### src/rtl/phase_tuner_pkg.sv
package phase_tuner_pkg;

  // Phase is always expressed in whole degrees.
  localparam int DEG_W = 9;

  typedef enum logic [2:0] {
    PT_IDLE,
    PT_ISSUE,
    PT_WAIT,
    PT_MERGE,
    PT_CHECK,
    PT_SCAN,
    PT_PICK,
    PT_DONE
  } pt_state_e;

endpackage

### src/rtl/pt_win_store.sv
// Start/end storage for passing windows: one write port, two read ports.
module pt_win_store #(
  parameter int DEPTH = 181,
  parameter int IW    = 9,
  parameter int AW    = 8
) (
  input  logic          clk,
  input  logic          we_start,
  input  logic          we_end,
  input  logic [AW-1:0] waddr,
  input  logic [IW-1:0] wstart,
  input  logic [IW-1:0] wend,
  input  logic [AW-1:0] raddr_a,
  output logic [IW-1:0] rstart_a,
  output logic [IW-1:0] rend_a,
  input  logic [AW-1:0] raddr_b,
  output logic [IW-1:0] rstart_b
);

  logic [IW-1:0] st_mem [DEPTH];
  logic [IW-1:0] en_mem [DEPTH];

  always_ff @(posedge clk) begin
    if (we_start) st_mem[waddr] <= wstart;
    if (we_end)   en_mem[waddr] <= wend;
  end

  assign rstart_a = st_mem[raddr_a];
  assign rend_a   = en_mem[raddr_a];
  assign rstart_b = st_mem[raddr_b];

  // A write never lands outside the window table (window bookkeeping, R8)
  assert_win_addr_R8: assert property (@(posedge clk)
    (we_start || we_end) |-> (32'(waddr) < DEPTH));

endmodule

### src/rtl/pt_span.sv
// Length of a window, wrapping modulo STEPS when end lies before start.
module pt_span #(
  parameter int STEPS = 360,
  parameter int IW    = 9
) (
  input  logic [IW-1:0] s_idx,
  input  logic [IW-1:0] e_idx,
  output logic [IW-1:0] len
);

  logic signed [IW+1:0] diff;

  always_comb begin
    diff = $signed({2'b00, e_idx}) - $signed({2'b00, s_idx}) + $signed((IW+2)'(1));
    if (diff < 0) diff = diff + $signed((IW+2)'(STEPS));
    len = diff[IW-1:0];
  end

endmodule

### src/rtl/pt_phase_scale.sv
// Index to degrees: ceil(idx * 360 / STEPS).
module pt_phase_scale #(
  parameter int STEPS = 360,
  parameter int IW    = 9,
  parameter int DW    = 9
) (
  input  logic [IW-1:0] idx,
  output logic [DW-1:0] deg
);

  assign deg = DW'((32'(idx) * 32'd360 + 32'(STEPS - 1)) / 32'(STEPS));

endmodule

### src/rtl/phase_tuner.sv
module phase_tuner
  import phase_tuner_pkg::*;
#(
  parameter int STEPS = 360,
  parameter int SKIP  = 20
) (
  input  logic             clk,
  input  logic             rst,
  input  logic             start,
  input  logic [DEG_W-1:0] default_phase,
  output logic [DEG_W-1:0] phase_out,
  output logic             test_start,
  input  logic             test_done,
  input  logic             test_pass,
  output logic             done,
  output logic             success
);

  localparam int IW      = $clog2(STEPS + 1);
  localparam int MAX_WIN = STEPS / 2 + 1;
  localparam int CW      = $clog2(MAX_WIN + 1);

  localparam logic [IW-1:0] LAST_I  = IW'(STEPS - 1);
  localparam logic [IW:0]   END_W   = (IW+1)'(STEPS);
  localparam logic [IW:0]   LAST_W  = (IW+1)'(STEPS - 1);
  localparam logic [IW:0]   SKIP_W  = (IW+1)'(SKIP);

  pt_state_e        state_q;
  logic [IW-1:0]    idx_q;
  logic             prev_q, first_q;
  logic [CW-1:0]    cnt_q, scan_q;
  logic [IW-1:0]    best_len_q, best_st_q;
  logic [DEG_W-1:0] phase_q;
  logic             done_q, succ_q;

  // window store ports
  logic             we_st, we_en;
  logic [CW-1:0]    waddr;
  logic [IW-1:0]    wst, wen;
  logic [IW-1:0]    ra_st, ra_en, rb_st;
  logic [IW-1:0]    len_a;

  // step arithmetic
  logic [IW:0]      nxt_w, skip_sum;
  logic [IW:0]      mid_sum, mid_w;
  logic [IW-1:0]    sc_in;
  logic [DEG_W-1:0] sc_deg;
  logic             merge_go;

  always_comb begin
    skip_sum = {1'b0, idx_q} + SKIP_W;
    if (test_pass)               nxt_w = {1'b0, idx_q} + (IW+1)'(1);
    else if (idx_q == LAST_I)    nxt_w = END_W;
    else if (skip_sum >= END_W)  nxt_w = LAST_W;
    else                         nxt_w = skip_sum;
  end

  always_comb begin
    mid_sum = {1'b0, best_st_q} + {2'b00, best_len_q[IW-1:1]};
    mid_w   = (mid_sum >= END_W) ? (mid_sum - END_W) : mid_sum;
  end

  assign sc_in    = (state_q == PT_PICK) ? mid_w[IW-1:0] : nxt_w[IW-1:0];
  assign merge_go = (cnt_q > CW'(1)) && first_q && prev_q;

  always_comb begin
    we_st = 1'b0;
    we_en = 1'b0;
    waddr = cnt_q;
    wst   = idx_q;
    wen   = idx_q;
    if (state_q == PT_WAIT && test_done && test_pass) begin
      if (!prev_q) begin
        we_st = 1'b1;
        we_en = 1'b1;
      end else begin
        we_en = 1'b1;
        waddr = cnt_q - CW'(1);
      end
    end else if (state_q == PT_MERGE && merge_go) begin
      we_st = 1'b1;
      waddr = '0;
      wst   = rb_st;
    end
  end

  pt_win_store #(.DEPTH(MAX_WIN), .IW(IW), .AW(CW)) u_store (
    .clk      (clk),
    .we_start (we_st),
    .we_end   (we_en),
    .waddr    (waddr),
    .wstart   (wst),
    .wend     (wen),
    .raddr_a  (scan_q),
    .rstart_a (ra_st),
    .rend_a   (ra_en),
    .raddr_b  (cnt_q - CW'(1)),
    .rstart_b (rb_st)
  );

  pt_span #(.STEPS(STEPS), .IW(IW)) u_span (
    .s_idx (ra_st),
    .e_idx (ra_en),
    .len   (len_a)
  );

  pt_phase_scale #(.STEPS(STEPS), .IW(IW), .DW(DEG_W)) u_scale (
    .idx (sc_in),
    .deg (sc_deg)
  );

  always_ff @(posedge clk) begin
    if (rst) begin
      state_q    <= PT_IDLE;
      idx_q      <= '0;
      prev_q     <= 1'b0;
      first_q    <= 1'b0;
      cnt_q      <= '0;
      scan_q     <= '0;
      best_len_q <= '0;
      best_st_q  <= '0;
      phase_q    <= '0;
      done_q     <= 1'b0;
      succ_q     <= 1'b0;
    end else begin
      case (state_q)
        PT_IDLE, PT_DONE: begin
          if (start) begin
            state_q    <= PT_ISSUE;
            idx_q      <= '0;
            prev_q     <= 1'b0;
            first_q    <= 1'b0;
            cnt_q      <= '0;
            scan_q     <= '0;
            best_len_q <= '0;
            best_st_q  <= '0;
            phase_q    <= '0;
            done_q     <= 1'b0;
            succ_q     <= 1'b0;
          end
        end
        PT_ISSUE: state_q <= PT_WAIT;
        PT_WAIT: begin
          if (test_done) begin
            prev_q <= test_pass;
            if (idx_q == '0) first_q <= test_pass;
            if (test_pass && !prev_q) cnt_q <= cnt_q + CW'(1);
            idx_q <= nxt_w[IW-1:0];
            if (nxt_w >= END_W) begin
              state_q <= PT_MERGE;
            end else begin
              phase_q <= sc_deg;
              state_q <= PT_ISSUE;
            end
          end
        end
        PT_MERGE: begin
          scan_q <= '0;
          if (cnt_q == '0) begin
            done_q  <= 1'b1;
            succ_q  <= 1'b0;
            phase_q <= default_phase;
            state_q <= PT_DONE;
          end else begin
            if (merge_go) cnt_q <= cnt_q - CW'(1);
            state_q <= PT_CHECK;
          end
        end
        PT_CHECK: begin
          if (ra_st == '0 && ra_en == LAST_I) begin
            done_q  <= 1'b1;
            succ_q  <= 1'b1;
            phase_q <= default_phase;
            state_q <= PT_DONE;
          end else begin
            state_q <= PT_SCAN;
          end
        end
        PT_SCAN: begin
          if (len_a > best_len_q) begin
            best_len_q <= len_a;
            best_st_q  <= ra_st;
          end
          scan_q <= scan_q + CW'(1);
          if (scan_q == cnt_q - CW'(1)) state_q <= PT_PICK;
        end
        PT_PICK: begin
          phase_q <= sc_deg;
          done_q  <= 1'b1;
          succ_q  <= 1'b1;
          state_q <= PT_DONE;
        end
        default: state_q <= PT_IDLE;
      endcase
    end
  end

  assign phase_out  = (state_q == PT_IDLE) ? default_phase : phase_q;
  assign test_start = (state_q == PT_ISSUE);
  assign done       = done_q;
  assign success    = succ_q;

  // ---------------- assertions ----------------
  assert_idle_quiet_R1: assert property (@(posedge clk) disable iff (rst)
    (state_q == PT_IDLE) |-> (!done && !success && !test_start));

  assert_idx_range_R2: assert property (@(posedge clk) disable iff (rst)
    test_start |-> (idx_q < END_W[IW-1:0] || idx_q == LAST_I));

  assert_single_pulse_R4: assert property (@(posedge clk) disable iff (rst)
    test_start |=> !test_start);

  assert_phase_hold_R4: assert property (@(posedge clk) disable iff (rst)
    (state_q == PT_WAIT && !test_done) |=> $stable(phase_out));

  assert_success_done_R5: assert property (@(posedge clk) disable iff (rst)
    success |-> done);

  assert_win_cap_R8: assert property (@(posedge clk) disable iff (rst)
    32'(cnt_q) <= MAX_WIN);

  assert_best_grows_R8: assert property (@(posedge clk) disable iff (rst)
    (state_q == PT_SCAN) |=> (best_len_q >= $past(best_len_q)));

  assert_done_hold_R10: assert property (@(posedge clk) disable iff (rst)
    (done && !start) |=> (done && $stable(phase_out)));

endmodule

### config.mk
export PLATFORM = sky130hd
export DESIGN_NAME = phase_tuner
export DESIGN_NICKNAME = d
export VERILOG_FILES = /design/src/rtl/phase_tuner_pkg.sv /design/src/rtl/pt_win_store.sv /design/src/rtl/pt_span.sv /design/src/rtl/pt_phase_scale.sv /design/src/rtl/phase_tuner.sv
export SDC_FILE = /design/constraint.sdc
export NUM_CORES = 2
export LEC_CHECK = 0
export BUFFER_PORTS_ARGS = -buffer_cell sky130_fd_sc_hd__buf_2
export CAP_MARGIN = 40
export CELL_PAD_IN_SITES_DETAIL_PLACEMENT = 0
export CELL_PAD_IN_SITES_GLOBAL_PLACEMENT = 2
export CORE_ASPECT_RATIO = 1.5
export CORE_UTILIZATION = 55
export CTS_CLUSTER_SIZE = 14
export DETAILED_ROUTE_END_ITERATION = 12
export HOLD_SLACK_MARGIN = 0.1
export PLACE_DENSITY = 0.83
export SYNTH_ARGS = -nofsm -noshare
export SYNTH_HDL_FRONTEND = slang
export SYNTH_SLANG_ARGS = --single-unit
### constraint.sdc
create_clock -name clk -period 24.1 [get_ports clk]
set_clock_uncertainty 0.2 [all_clocks]
set_input_delay 7.23 -clock clk [delete_from_list [all_inputs] [get_ports clk]]
set_output_delay 7.23 -clock clk [all_outputs]
set_load 0.03 [all_outputs]
# ---- After elaboration in Yosys (flattened, before gate mapping)
# Memory sizes are Yosys's and may differ from the RTL's. A register that Yosys moved wholly into a read port is not among the register bits.
# Cells that the tools add are included.
dict set report op_classes {
  n_addsub 11
  mul 1
  div 1
  n_lt_le_gt_ge 6
  n_eq_ne 21
  shift 0
  muxes 61
  n_bitwise 0
  n_reduce_logical 27
}
# operator count
set ops {}
lappend ops {{9-bit two-way mux} 14}
lappend ops {{8-bit two-way mux} 12}
lappend ops {{9-bit case mux with 2 select lines} 3}
lappend ops {{8-bit case mux with 3 select lines} 2}
lappend ops {{9-bit case mux with 5 select lines} 1}
lappend ops {{32-bit by 9-bit divider with 32-bit output, second input constant} 1}
lappend ops {{10-bit by 9-bit greater-or-equal comparator with 1-bit output, second input constant} 3}
lappend ops {{10-bit two-way mux} 3}
lappend ops {{3-bit case mux with 7 select lines} 1}
lappend ops {{18-bit by 9-bit adder with 19-bit output, second input constant} 1}
lappend ops {{9-bit equality test, second input constant} 2}
lappend ops {{9-bit logical NOT} 2}
lappend ops {{8-bit by 1-bit adder with 8-bit output, second input constant} 2}
lappend ops {{2-bit != test, second input constant} 8}
lappend ops {{9-bit by 6-bit multiplier with 15-bit output, second input constant} 1}
lappend ops {{1-bit two-way mux} 15}
lappend ops {{3-bit equality test, second input constant} 4}
lappend ops {{6-bit AND reduction} 2}
lappend ops {{10-bit by 2-bit adder with 11-bit output, second input constant} 1}
lappend ops {{11-bit by 1-bit < comparator with 1-bit output, second input constant} 1}
lappend ops {{9-bit by 1-bit adder with 10-bit output, second input constant} 1}
lappend ops {{9-bit by 5-bit adder with 10-bit output, second input constant} 1}
lappend ops {{9-bit by 8-bit adder with 10-bit output} 1}
lappend ops {{9-bit by 9-bit subtractor with 10-bit output} 1}
lappend ops {{25 further kinds} 45}
dict set report totals {
  reg_bits 59
  latch_bits 0
  ramBits 3258
  rom_bits 0
  inputBits 14
  out_inout_bits 12
  mem_count 2
}
# memory words width read_ports rd_ports_with_merged_regs wr line_no
set mem_list {}
lappend mem_list {u_store.en_mem 181 9 1 1 1 pt_win_store.sv:21} ;# logic [IW-1:0] en_mem [DEPTH];
lappend mem_list {u_store.st_mem 181 9 2 1 1 pt_win_store.sv:20} ;# logic [IW-1:0] st_mem [DEPTH];

# ---- Longest topological paths before layout
dict set report depth {
  depth_word 12
  depth_mapped 62
  depth_no_buf 54
}

# ---- By module
# From an unflattened synthesis, not the netlist that was laid out.
dict set report hier_totals {
  hier_cells 8114
  hier_area_um2 149196.8
}
# mod n_inst cells_per_inst area_per_inst_um2 seq_area_each_um2
set by_module_without_submodules {}
lappend by_module_without_submodules {pt_win_store 1 6646 138450.3 97833.8}
lappend by_module_without_submodules {phase_tuner 1 695 5059.9 1181.1}
lappend by_module_without_submodules {pt_phase_scale 1 655 4827.1 0.0}
lappend by_module_without_submodules {pt_span 1 118 859.6 0.0}

# ---- Least setup slack after synthesis
# OpenSTA, ideal clock, no wires.
dict set report synth_timing {
  path_type {input to register}
  from {in test_pass}
  to {reg phase_q[0]}
  arrival_ps 17674
  path_slack_ps 6085
  path_stages 46
  path_cell_list {clkbuf_1 clkbuf_1 nand2_1 o21ai_0 nand2_1 o221ai_1 a21oi_1 ha_1 ha_1 inv_1 fa_1 inv_1 fa_1 xor2_1 o21ai_1 or4_1 buf_2 nor3_4 [... 10 more ...] and2_1 buf_6 o31a_1 a311oi_4 mux2_2 or2_4 o2111a_1 a311o_1 o21ai_2 a21oi_1 o41ai_4 o21ai_2 a211o_1 a31o_1 nand3_2 mux2_1 a221oi_1 o221ai_1}
}
dict set report synth_between {
  elab_chain_len 8
  word_cells_on_any_way 11
  classes_between {1 x add/sub; 1 x mul; 1 x div; 1 x order compare; 1 x eq/ne; 5 x mux; 1 x reduce/logical}
}
# element line_no
set synth_rtl {}
lappend synth_rtl {{start: declaration} phase_tuner.sv:14} ;# input logic test_pass,
lappend synth_rtl {{10-bit two-way mux *} phase_tuner.sv:52} ;# if (test_pass) nxt_w = {1'b0, idx_q} + (IW+1)'(1);
lappend synth_rtl {{9-bit two-way mux} phase_tuner.sv:63} ;# assign sc_in = (state_q == PT_PICK) ? mid_w[IW-1:0] : nxt_w[IW-1:0];
lappend synth_rtl {{9-bit by 6-bit multiplier with 15-bit output} pt_phase_scale.sv:11} ;# assign deg = DW'((32'(idx) * 32'd360 + 32'(STEPS - 1)) / 32'(STEPS));
lappend synth_rtl {{18-bit by 9-bit adder with 19-bit output} pt_phase_scale.sv:11}
lappend synth_rtl {{32-bit by 9-bit divider with 32-bit output} pt_phase_scale.sv:11}
lappend synth_rtl {{9-bit two-way mux} phase_tuner.sv:149} ;# if (nxt_w >= END_W) begin
lappend synth_rtl {{9-bit two-way mux} phase_tuner.sv:144} ;# if (test_done) begin
lappend synth_rtl {{9-bit case mux with 5 select lines} phase_tuner.sv:126} ;# case (state_q)
lappend synth_rtl {{end signal: assignment} phase_tuner.sv:152} ;# phase_q <= sc_deg;
lappend synth_rtl {{end signal: assignment} phase_tuner.sv:162} ;# phase_q <= default_phase;
lappend synth_rtl {{end signal: assignment} phase_tuner.sv:173} ;# phase_q <= default_phase;
lappend synth_rtl {{end: declaration} phase_tuner.sv:33} ;# logic [DEG_W-1:0] phase_q;
# Every way passes the cells marked *; elsewhere a longest branch is shown, timed or not. The select of a mux whose other input is x is not followed.
# A chain may end at the register's enable or synchronous reset.

# ---- Worst setup path after layout
dict set report layout_timing {
  from {in test_pass}
  to {reg phase_q[1]}
}
# The elaborated chain is that of the path after synthesis.

==> results.txt <==
* Initial antenna violation count: 15
* IO buf count: 25
- Endpoint, Worst Hold: phase_q[8]
- Of the total power, the share spent switching nets is a little over a quarter.
- TritonCTS created between 300 and 400 clock buffers.
* Final Net Count: 7,876
* Slack of the worst reg-to-reg path: ~8.6 ns
- For this run, global-route usage on met1 was measured as about two fifths.
- Dominant synthesized flop cell: sky130_fd_sc_hd__edfxtp_1
* Die X-Extent: around 430 um
- For this configuration, the core starts out at a cell density of 55.3%.
* Final Total Pwr: about 0.013 W
* IO Pins: 26
* Source of the worst register-to-register timing path: idx_q[2]
* Cell count of the worst reg-to-reg path: 53
* Crit path largest cell delay: roughly 0.61 ns
* Relative contribution of sequential cells to total power: between 40% and 50%
* Number of warnings issued by yosys: 0
- The path class of the tightest hold or removal check is register to register.
- The floorplan has around 230 rows.
- Count of endpoints failing hold in the final timing report: 0
- Number of levels in the clock H-tree: 5
- Number of enable-type register cells in the synthesized netlist: between 3k and 4k
* CTS tree: built
* Number of buffers between clock root and the deepest sink: 4
* Static leakage: 52.7 nW
- Endpoint class of the critical path: register
- The number of different library cells used by synthesis comes to between 100 and 150.
- After detailed routing, the average wire length per cell comes to between 30 and 40 um.
- Startpoint kind of the worst setup timing path: input port
- Number of pins exceeding their max-slew limit in the final report: 0
- Combinational share of power: 16.7%
* Detailed-route wire length: 403,000 um
- The detailed router placed between 70k and 80k vias in this run.
- Minimum clock period: ~20 ns
- Worst setup margin: around 4.3 ns
- Share of flip-flops with an asynchronous set or reset after synthesis: 0%
- Clock share of power: a little over a third
- Max-cap violations in this run came to 0.
- Crit path required time: between 20 and 25 ns
* Result of the run: completed
* Most frequently used cell type in the post-synthesis netlist: sky130_fd_sc_hd__edfxtp_1
* Overall die area: ~0.27 mm^2
* Global-route wire length before repair: 581,000 um
- Summed over all layers, the global routing overflow is 0.
* Worst slack at placement: 3.64 ns
- Worst hold path depth: 2
* Top Usage Layer GRT: met2
* Worst Setup Path Type: input port to register
- Share of the synthesized area in the top cell type: between 60% and 70%
- Number of hold buffers added after cts: 0
* Number of setup buffers added after CTS: 0
* Final Wtd Congestion: between 0.8 and 0.9
- Terminus of the critical flop-to-flop path: phase_q[1]
* Peak supply drop: 217 uV
- The tree is rooted in a sky130_fd_sc_hd__clkbuf_16.
- Detail-routed via count per cell: just under 7
- Power Internal: 0.00965 W
- Met3 usage: under 10%
* Syn nets: around 7.6k
- Sequential elements use 66.9% of the synthesized area.
* CP Launch Point: test_pass
- The HPWL after detailed placement is roughly 260,000 um.
- In this run, the number of DRC markers left after iteration 0 of detailed routing was between 9k and 10k.
- Number of fillers in the final layout: about 19k
- Die outline height: between 600 and 700 um
- Via count of the first global-routing pass: 80.8k
* Number of design rule violations left after detail routing: 0
* Top post-synthesis cells by count: sky130_fd_sc_hd__edfxtp_1, sky130_fd_sc_hd__mux4_2, sky130_fd_sc_hd__nor2_1
* Slowest stage cell on the critical path: sky130_fd_sc_hd__nor3_1
* Post-synthesis register bit count: roughly 3.3k
- Top cells by area, synth: sky130_fd_sc_hd__edfxtp_1, sky130_fd_sc_hd__mux4_2, sky130_fd_sc_hd__nor2_1
- Setup_tns: 0 ns
* Net Switching: about 0.0035 W
- Count of clock tree sinks: about 3.3k
- Data arrival time of the critical path: between 20 and 25 ns
* Synthesized instance count: ~7.5k
* Clock latency on the worst-skew pair: about 0.89 ns
* Antenna viol nets, final: 0
* Synthesized area divided by synthesized cell count: between 15 and 20 um^2
- Summing every instance area after synthesis gives about 0.15 mm^2.
- The worst path uses roughly 82% of the clock period.
* Routing usage on met2: 50.4%
* 1st-pass router iterations: 6
- Maximum number of pins on one net before global-route repair: 120
- Setup violations remaining at the end of the flow were counted as 0.
- Of all cell types, the one taking the most synthesized area is sky130_fd_sc_hd__edfxtp_1.
- After clock tree synthesis, the clock-pin slew on the worst setup and hold paths is around 0.06 ns.
- For this run, the top clock speed supported by timing is 50.5 MHz.
* Fraction of layout instances using a drive strength above 1: 31.7%
* Core Area: 0.268 mm^2
- In this run the tightest slew margin relative to its limit is roughly a third.
* Area Overhead vs Synth: 11.3%
* RSZ-0062 raised after global routing: false
- The number of gates resized after CTS was 0.
- At the pin with the least slew margin, the transition time is around 1 ns.
- Global routing consumed, over all layers together, ~30% of the routing resources.
* Power per cell area: 79.7 mW/mm^2
* Hold Startpoint: phase_q[8]
* Crit path max fanout: 24
-- layout make-up --
class / instances / area [um^2] / area share, %
well taps: 3525 / 4410 / 2.67
clock inverters: 143 / 1030 / 0.625
flip-flops and latches: 3325 / 99200 / 60.2
inverters: 83 / 319 / 0.193
clock buffers: 392 / 8320 / 5.04
diodes: 4 / 10.0 / 0.00607
repair buffers: 500 / 4650 / 2.82
multi-input cells: 3553 / 47000 / 28.5
-- critical path, delay by kind of cell --
kind	cells	cell delay (ns)
compound gates	20	6.33
buf+inv	5	0.77
mux	2	0.81
simple gates	12	3.47
fa+ha+maj	4	1.63
-- cells in the final DEF, fill, tap and decap left out, types with 33 or more instances in the layout --
master,count
sky130_fd_sc_hd__nor3_1,38
sky130_fd_sc_hd__dfxtp_1,50
sky130_fd_sc_hd__inv_1,80
sky130_fd_sc_hd__a211oi_1,121
sky130_fd_sc_hd__mux2_2,42
sky130_fd_sc_hd__a21oi_1,215
sky130_fd_sc_hd__nor2_1,515
sky130_fd_sc_hd__mux4_2,1492
sky130_fd_sc_hd__edfxtp_1,3258
sky130_fd_sc_hd__buf_4,384
sky130_fd_sc_hd__a22oi_1,33
sky130_fd_sc_hd__buf_6,33
sky130_fd_sc_hd__xnor2_1,56
sky130_fd_sc_hd__nand3_1,43
sky130_fd_sc_hd__clkbuf_16,321
sky130_fd_sc_hd__xor2_1,37
sky130_fd_sc_hd__clkinv_2,51
sky130_fd_sc_hd__nor2b_1,109
sky130_fd_sc_hd__ha_1,72
sky130_fd_sc_hd__clkbuf_1,69
sky130_fd_sc_hd__nand2_1,150
sky130_fd_sc_hd__clkinv_1,61
sky130_fd_sc_hd__o21ai_0,75
sky130_fd_sc_hd__mux2i_1,146
-- metrics by stage --
| stage | std cells | utilization (%) | instance area, um^2 | hold WS, ns |
|---|---|---|---|---|
| floorplan | 7485 | - | 148000 | 0.256 |
| global placement | 10700 | 56.8 | 152000 | 0.285 |
| detailed placement | 11000 | 58.0 | 155000 | 0.289 |
| CTS | 11500 | 61.4 | 165000 | 0.304 |
| global route | 11500 | 61.5 | 165000 | 0.326 |
| finish | 11500 | 61.5 | 165000 | 0.302 |
-- registers in the layout, summed over array words and instances (netlist names), named ones only --
register	cells
cnt_q	8
best_len_q	9
prev_q	1
success	1
u_store.en_mem	1629
state_q	3
idx_q	9
first_q	1
scan_q	8
u_store.st_mem	1629
phase_q	9
done	1
best_st_q	9
-- cells by family (layout without fill, tap and decap cells) --
| kind of cell | count (synthesis) | in the layout | share of synthesized area (%) |
|---|---|---|---|
| AOI/OAI and AO/OA | 671 | 671 | 3.01 |
| xor gates and xnor gates | 100 | 100 | 0.596 |
| adders and majority gates | 90 | 90 | 0.812 |
| buffers and inverters | 607 | 1118 | 1.57 |
| DFF | 3325 | 3325 | 66.9 |
| muxes | 1681 | 1681 | 24.0 |
| other | 0 | 4 | 0 |
| and+or+nand+nor | 1011 | 1011 | 3.12 |
-- power groups by stage --
stage / combinational [W] / sequential [W] / clock (W)
floorplan: 0.00165 / 0.00640 / 0
global placement: 0.00214 / 0.00640 / 0
detailed placement: 0.00218 / 0.00640 / 0
CTS: 0.00218 / 0.00627 / 0.00474
global route: 0.00240 / 0.00627 / 0.00493
finish: 0.00219 / 0.00628 / 0.00467
-- routing by layer --
layer / vias to the layer above / share of wire [%]
met3: 731 / 7.5
met2: 4004 / 52
met4: 8 / 5.2
met5: - / 0.017
li1: 32200 / -
met1: 42600 / 36
-- how the worst max path moves through the flow --
stage,cells after the start,end,slack [ns]
6_report,43,phase_q[1],4.29
5_1_grt,43,phase_q[1],3.29
4_1_cts,43,phase_q[1],4.47
3_5_place_dp,43,phase_q[1],3.64
3_3_place_gp,42,phase_q[0],3.32
2_1_floorplan,46,phase_q[0],6.08
Power figures use the tool's default switching activity.
